--- config.mk ---
export PLATFORM = sky130hd
export DESIGN_NAME = asn_tlb
export DESIGN_NICKNAME = d
export VERILOG_FILES = /design/src/rtl/tlb_pkg.sv /design/src/rtl/tlb_match.sv /design/src/rtl/tlb_mru.sv /design/src/rtl/asn_tlb.sv
export SDC_FILE = /design/constraint.sdc
export NUM_CORES = 2
export LEC_CHECK = 0
export BUFFER_PORTS_ARGS = -buffer_cell sky130_fd_sc_hd__clkbuf_2
export CAP_MARGIN = 25
export CORE_MARGIN = 2
export CORE_UTILIZATION = 30
export DETAILED_ROUTE_END_ITERATION = 10
export PLACE_DENSITY = 0.45
export RECOVER_POWER = 50
export SLEW_MARGIN = 30
export SYNTH_ARGS = -nofsm -noshare
export SYNTH_HDL_FRONTEND = slang
export SYNTH_SLANG_ARGS = --single-unit
--- constraint.sdc ---
create_clock -name clk -period 5.2 [get_ports clk]
set_input_delay 1.04 -clock clk [delete_from_list [all_inputs] [get_ports clk]]
set_output_delay 1.04 -clock clk [all_outputs]
set_load 0.02 [all_outputs]
--- src/rtl/tlb_pkg.sv ---
// Shared types of the translation buffer.
// Holds the permission and flag part of a slot; widths here are fixed by the
// readback word layout, address widths stay parameters of the modules.
package tlb_pkg;
    localparam int PERM_W = 4;

    typedef struct packed {
        logic [PERM_W-1:0] rmask;
        logic [PERM_W-1:0] wmask;
        logic              f_rd;
        logic              f_wr;
        logic              glob;
    } tlb_attr_t;
endpackage

--- src/rtl/tlb_match.sv ---
// Parallel tag compare over all slots.
// Produces one match bit per slot: valid, tag equal, and global or same
// address space number. Purely combinational; used for lookup and page flush.
module tlb_match #(
    parameter int ENTRIES = 16,
    parameter int VPN_W   = 30,
    parameter int ASN_W   = 7
) (
    input  logic [ENTRIES-1:0] vld,
    input  logic [ENTRIES-1:0] glob,
    input  logic [VPN_W-1:0]   tag [ENTRIES],
    input  logic [ASN_W-1:0]   asn [ENTRIES],
    input  logic [VPN_W-1:0]   q_vpn,
    input  logic [ASN_W-1:0]   q_asn,
    output logic [ENTRIES-1:0] hit
);
    // one comparator per slot
    for (genvar i = 0; i < ENTRIES; i++) begin : g_cmp
        assign hit[i] = vld[i] && (tag[i] == q_vpn) && (glob[i] || asn[i] == q_asn);
    end
endmodule

--- src/rtl/tlb_mru.sv ---
// Three-deep list of recently hit slot indices, probed ahead of the array.
// Assumes the caller clears it whenever slot contents change (insert/flush),
// so a stored index never points at a rewritten slot.
module tlb_mru #(
    parameter int ENTRIES = 16,
    parameter int DEPTH   = 3
) (
    input  logic                       clk,
    input  logic                       rst_n,
    input  logic [ENTRIES-1:0]         match,
    input  logic                       probe,
    input  logic                       arr_hit,
    input  logic [$clog2(ENTRIES)-1:0] arr_idx,
    input  logic                       clear,
    output logic                       sc_hit,
    output logic [$clog2(ENTRIES)-1:0] sc_idx
);
    localparam int IDX_W = $clog2(ENTRIES);

    logic [DEPTH-1:0] pos_v;
    logic [IDX_W-1:0] pos_idx [DEPTH];
    logic [DEPTH-1:0] pos_hit;

    // a list position hits when it is filled and its slot matches now
    for (genvar k = 0; k < DEPTH; k++) begin : g_probe
        assign pos_hit[k] = pos_v[k] && match[pos_idx[k]];
    end

    // first hitting position wins, position 0 first
    always_comb begin
        sc_hit = |pos_hit;
        sc_idx = '0;
        for (int k = DEPTH - 1; k >= 0; k--) begin
            if (pos_hit[k]) sc_idx = pos_idx[k];
        end
    end

    // clear on content change, otherwise push array hits to the head
    always_ff @(posedge clk) begin
        if (!rst_n) begin
            pos_v <= '0;
            for (int k = 0; k < DEPTH; k++) pos_idx[k] <= '0;
        end else if (clear) begin
            pos_v <= '0;
        end else if (probe && !sc_hit && arr_hit) begin
            pos_v      <= {pos_v[DEPTH-2:0], 1'b1};
            pos_idx[0] <= arr_idx;
            for (int k = 1; k < DEPTH; k++) pos_idx[k] <= pos_idx[k-1];
        end
    end

    AST_MRU_EMPTY_AFTER_CLEAR: assert property (@(posedge clk) disable iff (!rst_n)
        clear |=> (pos_v == '0));
    AST_MRU_PUSH_HEAD: assert property (@(posedge clk) disable iff (!rst_n)
        (probe && !sc_hit && arr_hit && !clear) |=> (pos_v[0] && pos_idx[0] == $past(arr_idx)));
endmodule

--- src/rtl/asn_tlb.sv ---
// Fully associative translation buffer tagged by address space number.
// Holds the slots, the wrapping replacement pointer, the three invalidation
// commands, the registered lookup result and the readback word.
// Assumes ENTRIES is a power of two and the page number fits 27 readback bits.
module asn_tlb #(
    parameter int ENTRIES    = 16,
    parameter int PAGE_SHIFT = 13,
    parameter int VA_W       = 43,
    parameter int PA_W       = 40,
    parameter int ASN_W      = 7,
    parameter int SC_DEPTH   = 3
) (
    input  logic                       clk,
    input  logic                       rst_n,
    input  logic                       lk_valid,
    input  logic [VA_W-1:0]            lk_vaddr,
    input  logic [ASN_W-1:0]           lk_asn,
    input  logic                       lk_ifetch,
    input  logic                       ins_valid,
    input  logic [VA_W-1:0]            ins_vaddr,
    input  logic [PA_W-PAGE_SHIFT-1:0] ins_ppn,
    input  logic [3:0]                 ins_rmask,
    input  logic [3:0]                 ins_wmask,
    input  logic                       ins_fault_rd,
    input  logic                       ins_fault_wr,
    input  logic                       ins_global,
    input  logic [ASN_W-1:0]           ins_asn,
    input  logic                       fl_all,
    input  logic                       fl_proc,
    input  logic                       fl_addr,
    input  logic [VA_W-1:0]            fl_vaddr,
    input  logic [ASN_W-1:0]           fl_asn,
    input  logic                       rb_adv,
    output logic [63:0]                rb_word,
    output logic                       rs_valid,
    output logic                       rs_hit,
    output logic                       rs_from_sc,
    output logic [PA_W-1:0]            rs_paddr,
    output logic [3:0]                 rs_rmask,
    output logic [3:0]                 rs_wmask,
    output logic                       rs_fault_rd,
    output logic                       rs_fault_wr,
    output logic                       rs_global,
    output logic [ASN_W-1:0]           rs_asn
);
    import tlb_pkg::*;

    localparam int IDX_W  = $clog2(ENTRIES);
    localparam int VPN_W  = VA_W - PAGE_SHIFT;
    localparam int PPN_W  = PA_W - PAGE_SHIFT;
    localparam int RB_PPN = 32;
    localparam int RB_ASN = 57;

    logic [ENTRIES-1:0] e_vld;
    logic [VPN_W-1:0]   e_tag  [ENTRIES];
    logic [PPN_W-1:0]   e_ppn  [ENTRIES];
    tlb_attr_t          e_attr [ENTRIES];
    logic [ASN_W-1:0]   e_asn  [ENTRIES];
    logic [ENTRIES-1:0] e_glob;
    logic [IDX_W-1:0]   ptr;

    logic [ENTRIES-1:0] lk_match, fa_match, kill;
    logic               arr_hit, sc_hit, any_hit;
    logic [IDX_W-1:0]   arr_idx, sc_idx, sel;
    logic [IDX_W-1:0]   ins_slot, ptr_base, ptr_nxt;
    logic               sc_clear, rs_ifetch_q;
    logic [PAGE_SHIFT-1:0] off_eff;

    // gather the global flags as a vector for the comparators
    for (genvar i = 0; i < ENTRIES; i++) begin : g_glob
        assign e_glob[i] = e_attr[i].glob;
    end

    tlb_match #(.ENTRIES(ENTRIES), .VPN_W(VPN_W), .ASN_W(ASN_W)) lk_cmp_i (
        .vld(e_vld), .glob(e_glob), .tag(e_tag), .asn(e_asn),
        .q_vpn(lk_vaddr[VA_W-1:PAGE_SHIFT]), .q_asn(lk_asn), .hit(lk_match));

    tlb_match #(.ENTRIES(ENTRIES), .VPN_W(VPN_W), .ASN_W(ASN_W)) fa_cmp_i (
        .vld(e_vld), .glob(e_glob), .tag(e_tag), .asn(e_asn),
        .q_vpn(fl_vaddr[VA_W-1:PAGE_SHIFT]), .q_asn(fl_asn), .hit(fa_match));

    // lowest matching array index
    always_comb begin
        arr_hit = |lk_match;
        arr_idx = '0;
        for (int i = ENTRIES - 1; i >= 0; i--) begin
            if (lk_match[i]) arr_idx = IDX_W'(i);
        end
    end

    assign sc_clear = ins_valid || fl_all || fl_proc || fl_addr;

    tlb_mru #(.ENTRIES(ENTRIES), .DEPTH(SC_DEPTH)) sc_i (
        .clk(clk), .rst_n(rst_n), .match(lk_match), .probe(lk_valid),
        .arr_hit(arr_hit), .arr_idx(arr_idx), .clear(sc_clear),
        .sc_hit(sc_hit), .sc_idx(sc_idx));

    // shortcut list takes precedence over the array
    assign any_hit = sc_hit || arr_hit;
    assign sel     = sc_hit ? sc_idx : arr_idx;

    // slots dropped by the process or page flush
    always_comb begin
        for (int i = 0; i < ENTRIES; i++) begin
            kill[i] = e_vld[i] && ((fl_proc && !e_glob[i]) || (fl_addr && fa_match[i]));
        end
    end

    // flush-all rewinds the pointer before the insert uses it
    always_comb begin
        ptr_base = fl_all ? '0 : ptr;
        ins_slot = ptr_base;
        ptr_nxt  = ptr_base;
        if (ins_valid || rb_adv) begin
            ptr_nxt = (ptr_base == IDX_W'(ENTRIES - 1)) ? '0 : ptr_base + 1'b1;
        end
    end

    // slot storage: flush first, insert over it
    always_ff @(posedge clk) begin
        if (!rst_n) begin
            e_vld <= '0;
            ptr   <= '0;
            for (int i = 0; i < ENTRIES; i++) begin
                e_tag[i]  <= '0;
                e_ppn[i]  <= '0;
                e_attr[i] <= '0;
                e_asn[i]  <= '0;
            end
        end else begin
            for (int i = 0; i < ENTRIES; i++) begin
                if (ins_valid && IDX_W'(i) == ins_slot) begin
                    e_vld[i]  <= 1'b1;
                    e_tag[i]  <= ins_vaddr[VA_W-1:PAGE_SHIFT];
                    e_ppn[i]  <= ins_ppn;
                    e_attr[i] <= '{rmask: ins_rmask, wmask: ins_wmask, f_rd: ins_fault_rd,
                                   f_wr: ins_fault_wr, glob: ins_global};
                    e_asn[i]  <= ins_asn;
                end else if (fl_all) begin
                    e_vld[i]  <= 1'b0;
                    e_tag[i]  <= '0;
                    e_ppn[i]  <= '0;
                    e_attr[i] <= '0;
                    e_asn[i]  <= '0;
                end else if (kill[i]) begin
                    e_vld[i] <= 1'b0;
                end
            end
            ptr <= ptr_nxt;
        end
    end

    // page offset, word aligned for instruction-side lookups
    always_comb begin
        off_eff = lk_vaddr[PAGE_SHIFT-1:0];
        if (lk_ifetch) off_eff[1:0] = 2'b00;
    end

    // registered lookup result, zero on miss
    always_ff @(posedge clk) begin
        if (!rst_n) begin
            rs_valid <= 1'b0; rs_hit <= 1'b0; rs_from_sc <= 1'b0; rs_ifetch_q <= 1'b0;
            rs_paddr <= '0; rs_rmask <= '0; rs_wmask <= '0;
            rs_fault_rd <= 1'b0; rs_fault_wr <= 1'b0; rs_global <= 1'b0; rs_asn <= '0;
        end else begin
            rs_valid    <= lk_valid;
            rs_hit      <= lk_valid && any_hit;
            rs_from_sc  <= lk_valid && sc_hit;
            rs_ifetch_q <= lk_valid && lk_ifetch;
            if (lk_valid && any_hit) begin
                rs_paddr    <= {e_ppn[sel], off_eff};
                rs_rmask    <= e_attr[sel].rmask;
                rs_wmask    <= e_attr[sel].wmask;
                rs_fault_rd <= e_attr[sel].f_rd;
                rs_fault_wr <= e_attr[sel].f_wr;
                rs_global   <= e_attr[sel].glob;
                rs_asn      <= e_asn[sel];
            end else begin
                rs_paddr <= '0; rs_rmask <= '0; rs_wmask <= '0;
                rs_fault_rd <= 1'b0; rs_fault_wr <= 1'b0; rs_global <= 1'b0; rs_asn <= '0;
            end
        end
    end

    // readback word of the slot under the pointer
    always_comb begin
        rb_word        = (64'(e_ppn[ptr]) << RB_PPN) | (64'(e_asn[ptr]) << RB_ASN);
        rb_word[11:8]  = e_attr[ptr].rmask;
        rb_word[15:12] = e_attr[ptr].wmask;
        rb_word[1]     = e_attr[ptr].f_rd;
        rb_word[2]     = e_attr[ptr].f_wr;
        rb_word[4]     = e_attr[ptr].glob;
    end

    AST_HIT_NEEDS_LOOKUP: assert property (@(posedge clk) disable iff (!rst_n)
        rs_hit |-> rs_valid);
    AST_MISS_ZERO: assert property (@(posedge clk) disable iff (!rst_n)
        (rs_valid && !rs_hit) |-> (rs_paddr == '0 && rs_asn == '0));
    AST_PTR_WRAP: assert property (@(posedge clk) disable iff (!rst_n)
        (ins_valid && !fl_all && ptr == IDX_W'(ENTRIES - 1)) |=> (ptr == '0));
    AST_FLUSH_ALL_EMPTY: assert property (@(posedge clk) disable iff (!rst_n)
        (fl_all && !ins_valid) |=> (e_vld == '0 && ptr == '0));
    AST_GLOBAL_KEPT: assert property (@(posedge clk) disable iff (!rst_n)
        (fl_proc && !fl_all && !fl_addr && !ins_valid) |=> (($past(e_vld & e_glob) & ~e_vld) == '0));
    AST_PAGE_GONE: assert property (@(posedge clk) disable iff (!rst_n)
        (fl_addr && !fl_all && !ins_valid) |=> ((e_vld & $past(fa_match)) == '0));
    AST_IFETCH_ALIGN: assert property (@(posedge clk) disable iff (!rst_n)
        (rs_ifetch_q && rs_hit) |-> (rs_paddr[1:0] == 2'b00));
    AST_INSERT_SURVIVES_FLUSH: assert property (@(posedge clk) disable iff (!rst_n)
        ins_valid |=> e_vld[$past(ins_slot)]);
endmodule

==> flow_metrics.py <==
metrics = {
    "synth": {
        "synthArstFlopShare_pct": 0,
        "ys_seq_elements": 1296,
        "synth_edf_count": 620,
        "synth_flop_cell": "dfxtp_1",
        "syn_area_per_cell_um2": 10.9,
        "synth_common_cells": "xnor2_1, dfxtp_1, and2_1, edfxtp_1, mux2i_1",
        "synth_cells": 6734,
        "syn_area_um2": 73400,
        "synth-warning-count": 0,
        "synth.area.top_cells": "edfxtp_1, dfxtp_1, xnor2_1, mux4_2, mux2i_1",
        "yosysTopAreaCellShare_pct": 25.4,
        "ys_seq_area_share_pct": 43.8,
        "ys_types": 84,
        "yosysMostFrequentCell": "xnor2_1",
        "synth_area_leader_cell": "edfxtp_1",
    },
    "grt": {
        "antenna_found_initial": 35,
        "grt_pass1_wl_um": 478000,
        "grt_overflow": 0,
        "track_usage_pct": 27.2,
        "grt_pass1_vias": 58900,
        "grt_max_degree": 164,
    },
    "sta": {
        "tightest_slew_ns": 3.36,
        "hold_viol": 0,
        "fmax_ghz": 0.195,
        "slew_viol_final": 1537,
        "slew_headroom_pct": -124,
        "rsz0062_at_grt": "false",
        "fin_skew_ns": 0.0695,
        "tns_ns": 0,
        "period_minus_slack_ns": 5.14,
        "finalSetupViolations": 0,
        "fin_ws_ns": 0.0632,
        "finalCritPeriodShare_pct": 98.8,
    },
    "drt": {
        "viasPerCell": 5.65,
        "totalWireLength_um": 348000,
        "drc": 0,
        "first_pass_iters": 8,
        "num_vias": 60600,
        "drt_iter0_drc": 6805,
        "antenna_left": 0,
        "wl_per_cell_um": 32.4,
    },
    "setup_path": {
        "cp_top_family": "buffers and inverters",
        "path_class": "in2reg",
        "max_stage_delay_ns": 0.41,
        "start_kind": "input pin",
        "crit_top_cell": "buf_12",
        "crit_chain": "clkbuf_2 -> buf_4 -> xnor2_1 -> nand4_1 -> nor4_2 -> buf_4 -> nand3_1 -> mux2_2 -> o221ai_1 -> nand4b_2 -> mux2_2 -> a221oi_4 -> buf_12 -> buf_12 -> buf_12 -> mux2i_1 -> mux2i_1 -> a22oi_1 -> nand3_1",
        "slowest_stage": "nor4_2",
        "worst_ep_required_time_ns": 5.95,
        "end_kind": "register",
        "crit_buf_inv": 6,
        "cp_max_fo": 22,
        "worstPathArrival_ns": 5.89,
    },
    "floorplan": {
        "row_count": 181,
        "initial_core_util_pct": 30.2,
        "core_area_um2": 243000,
        "dieArea_um2": 249000,
        "ios": 322,
        "die_width_um": 499,
        "fp.dieH_um": 499,
    },
    "placed_design": {
        "place_inst": 10400,
        "post_dp_cell_area_um2": 84000,
        "io_buffers": 274,
        "dp_hpwl_um": 235000,
        "globalplace.congestion": 0.982,
        "place_worst_setup_slack_ns": -0.787,
    },
    "final_layout": {
        "design_area_um2": 89300,
        "stdcell_count": 10700,
        "nFillCells": 24100,
        "synthToLayoutAreaGrowth_pct": 21.6,
        "drive_gt1_share_pct": 21.4,
        "utilization_pct": 36.7,
        "num-nets-final": 7559,
    },
    "worst_hold_path": {
        "hp-class": "in2reg",
    },
    "clock_network": {
        "cts_setup_buffers": 0,
        "cts_sinks": 1296,
        "cts-root-buf": "clkbuf_16",
        "clk_path_buf_depth": 3,
        "cts_resized": 0,
        "htreeDepth": 4,
        "path_clk_slew_ns": 0.06,
        "worst_skew_pair.late_latency_ns": 0.88,
        "hold_buffers": 0,
        "cts_tree": "done",
        "cts_made_buffers": 160,
    },
    "power_and_ir_drop": {
        "power_leakage_nw": 33.7,
        "powerDensity_nw_per_um2": 294,
        "vdd_drop_max_uv": 317,
    },
    "run": {
        "drv_cap": 31,
    },
    "outcome": {
        "run_status": "finished, violations left",
        "failed_checks": "max-capacitance violations, max-slew violations",
    },
}
[layout make-up]
type                            instances  area (um2)  share of cell area [%]
Clock inverter                         87        1150                    1.29
Tap cell                             3202        4010                    4.49
Clock buffer                          210        4440                    4.98
Multi-Input combinational cell       4784       38500                    43.1
Sequential cell                      1296       32200                    36.0
Timing Repair Buffer                 1081        8860                    9.92
Inverter                               35         144                   0.161
Antenna cell                           20        50.0                  0.0561
[placed cells by master, fill, tap and decap left out, types with 22 or more instances in the layout]
cell	synthesis	routed
xnor2_1	1038	1038
dfxtp_1	676	672
buf_4	69	659
edfxtp_1	620	620
and2_1	635	517
mux2i_1	428	428
nand4_1	370	370
a22o_1	370	370
nand3_1	337	336
o21ai_0	277	276
clkbuf_2	0	225
mux4_2	208	208
nand2_1	210	206
clkbuf_16	0	162
xor2_1	148	148
buf_12	0	125
and2_0	0	117
nor4_1	121	108
clkbuf_1	409	96
nor2_1	88	77
o22ai_1	44	44
mux2_2	43	43
a21oi_1	38	38
clkinv_2	0	36
a221oi_1	37	36
nor3_1	28	28
o211ai_1	22	22
[through the flow]
stage,total power (W),hold WS [ns]
2_1_floorplan,0.0130,0.459
3_3_place_gp,0.0145,0.484
3_5_place_dp,0.0145,0.498
4_1_cts,0.0264,0.326
5_1_grt,0.0269,0.360
6_report,0.0262,0.393
[kinds of logic after synthesis]
group           after synthesis  synth area share [%]
mux                         679                  12.9
fa+ha+maj                     4                0.0682
simple gates               1889                  14.6
other cells                   1               0.00511
flops                      1296                  43.8
compound gates             1005                  10.2
buf+inv                     674                  4.28
xor+xnor                   1186                  14.2
[final timing paths]
| path | from | slack, ns | cells past startpoint | to |
|---|---|---|---|---|
| max | lk_vaddr[26] | 0.06 | 19 | rs_paddr[20]$_SDFF_PN0_ |
| min | lk_vaddr[1] | 0.39 | 2 | rs_paddr[1]$_SDFF_PP0_ |
| max reg2reg | e_asn[52]$_SDFFE_PN0P_ | 0.32 | 17 | rs_paddr[20]$_SDFF_PN0_ |
| min reg2reg | sc_i.pos_v[0]$_SDFFE_PP0P_ | 0.51 | 2 | sc_i.pos_v[0]$_SDFFE_PP0P_ |
[layer usage]
layer | routed length [um] | share of wire, % | global-route usage [%]
met4 | 19600 | 5.6 | 13.5
met3 | 28900 | 8.3 | 5.22
met2 | 150000 | 43 | 40.8
met1 | 149000 | 43 | 37.2
met5 | 69 | 0.020 | 0
[power by group]
group / internal (W) / switching [W] / total [W] / leakage (nW)
logic: 0.00111 / 0.00199 / 0.00310 / 18.7
clock network: 0.00678 / 0.00508 / 0.0119 / 2.71
registers: 0.0110 / 0.000249 / 0.0113 / 12.3
[sequential cells by signal, summed over array words and instances (netlist names)]
register	flops
e_vld	16
rs_from_sc	1
sc_i.pos_v	3
e_attr	176
rs_global	1
rs_asn	7
ptr	4
rs_rmask	4
rs_paddr	40
e_asn	112
sc_i.pos_idx	12
e_tag	480
rs_wmask	4
rs_fault_wr	1
e_ppn	432
rs_fault_rd	1
rs_hit	1
rs_valid	1
(Power assumes the default switching activity.)
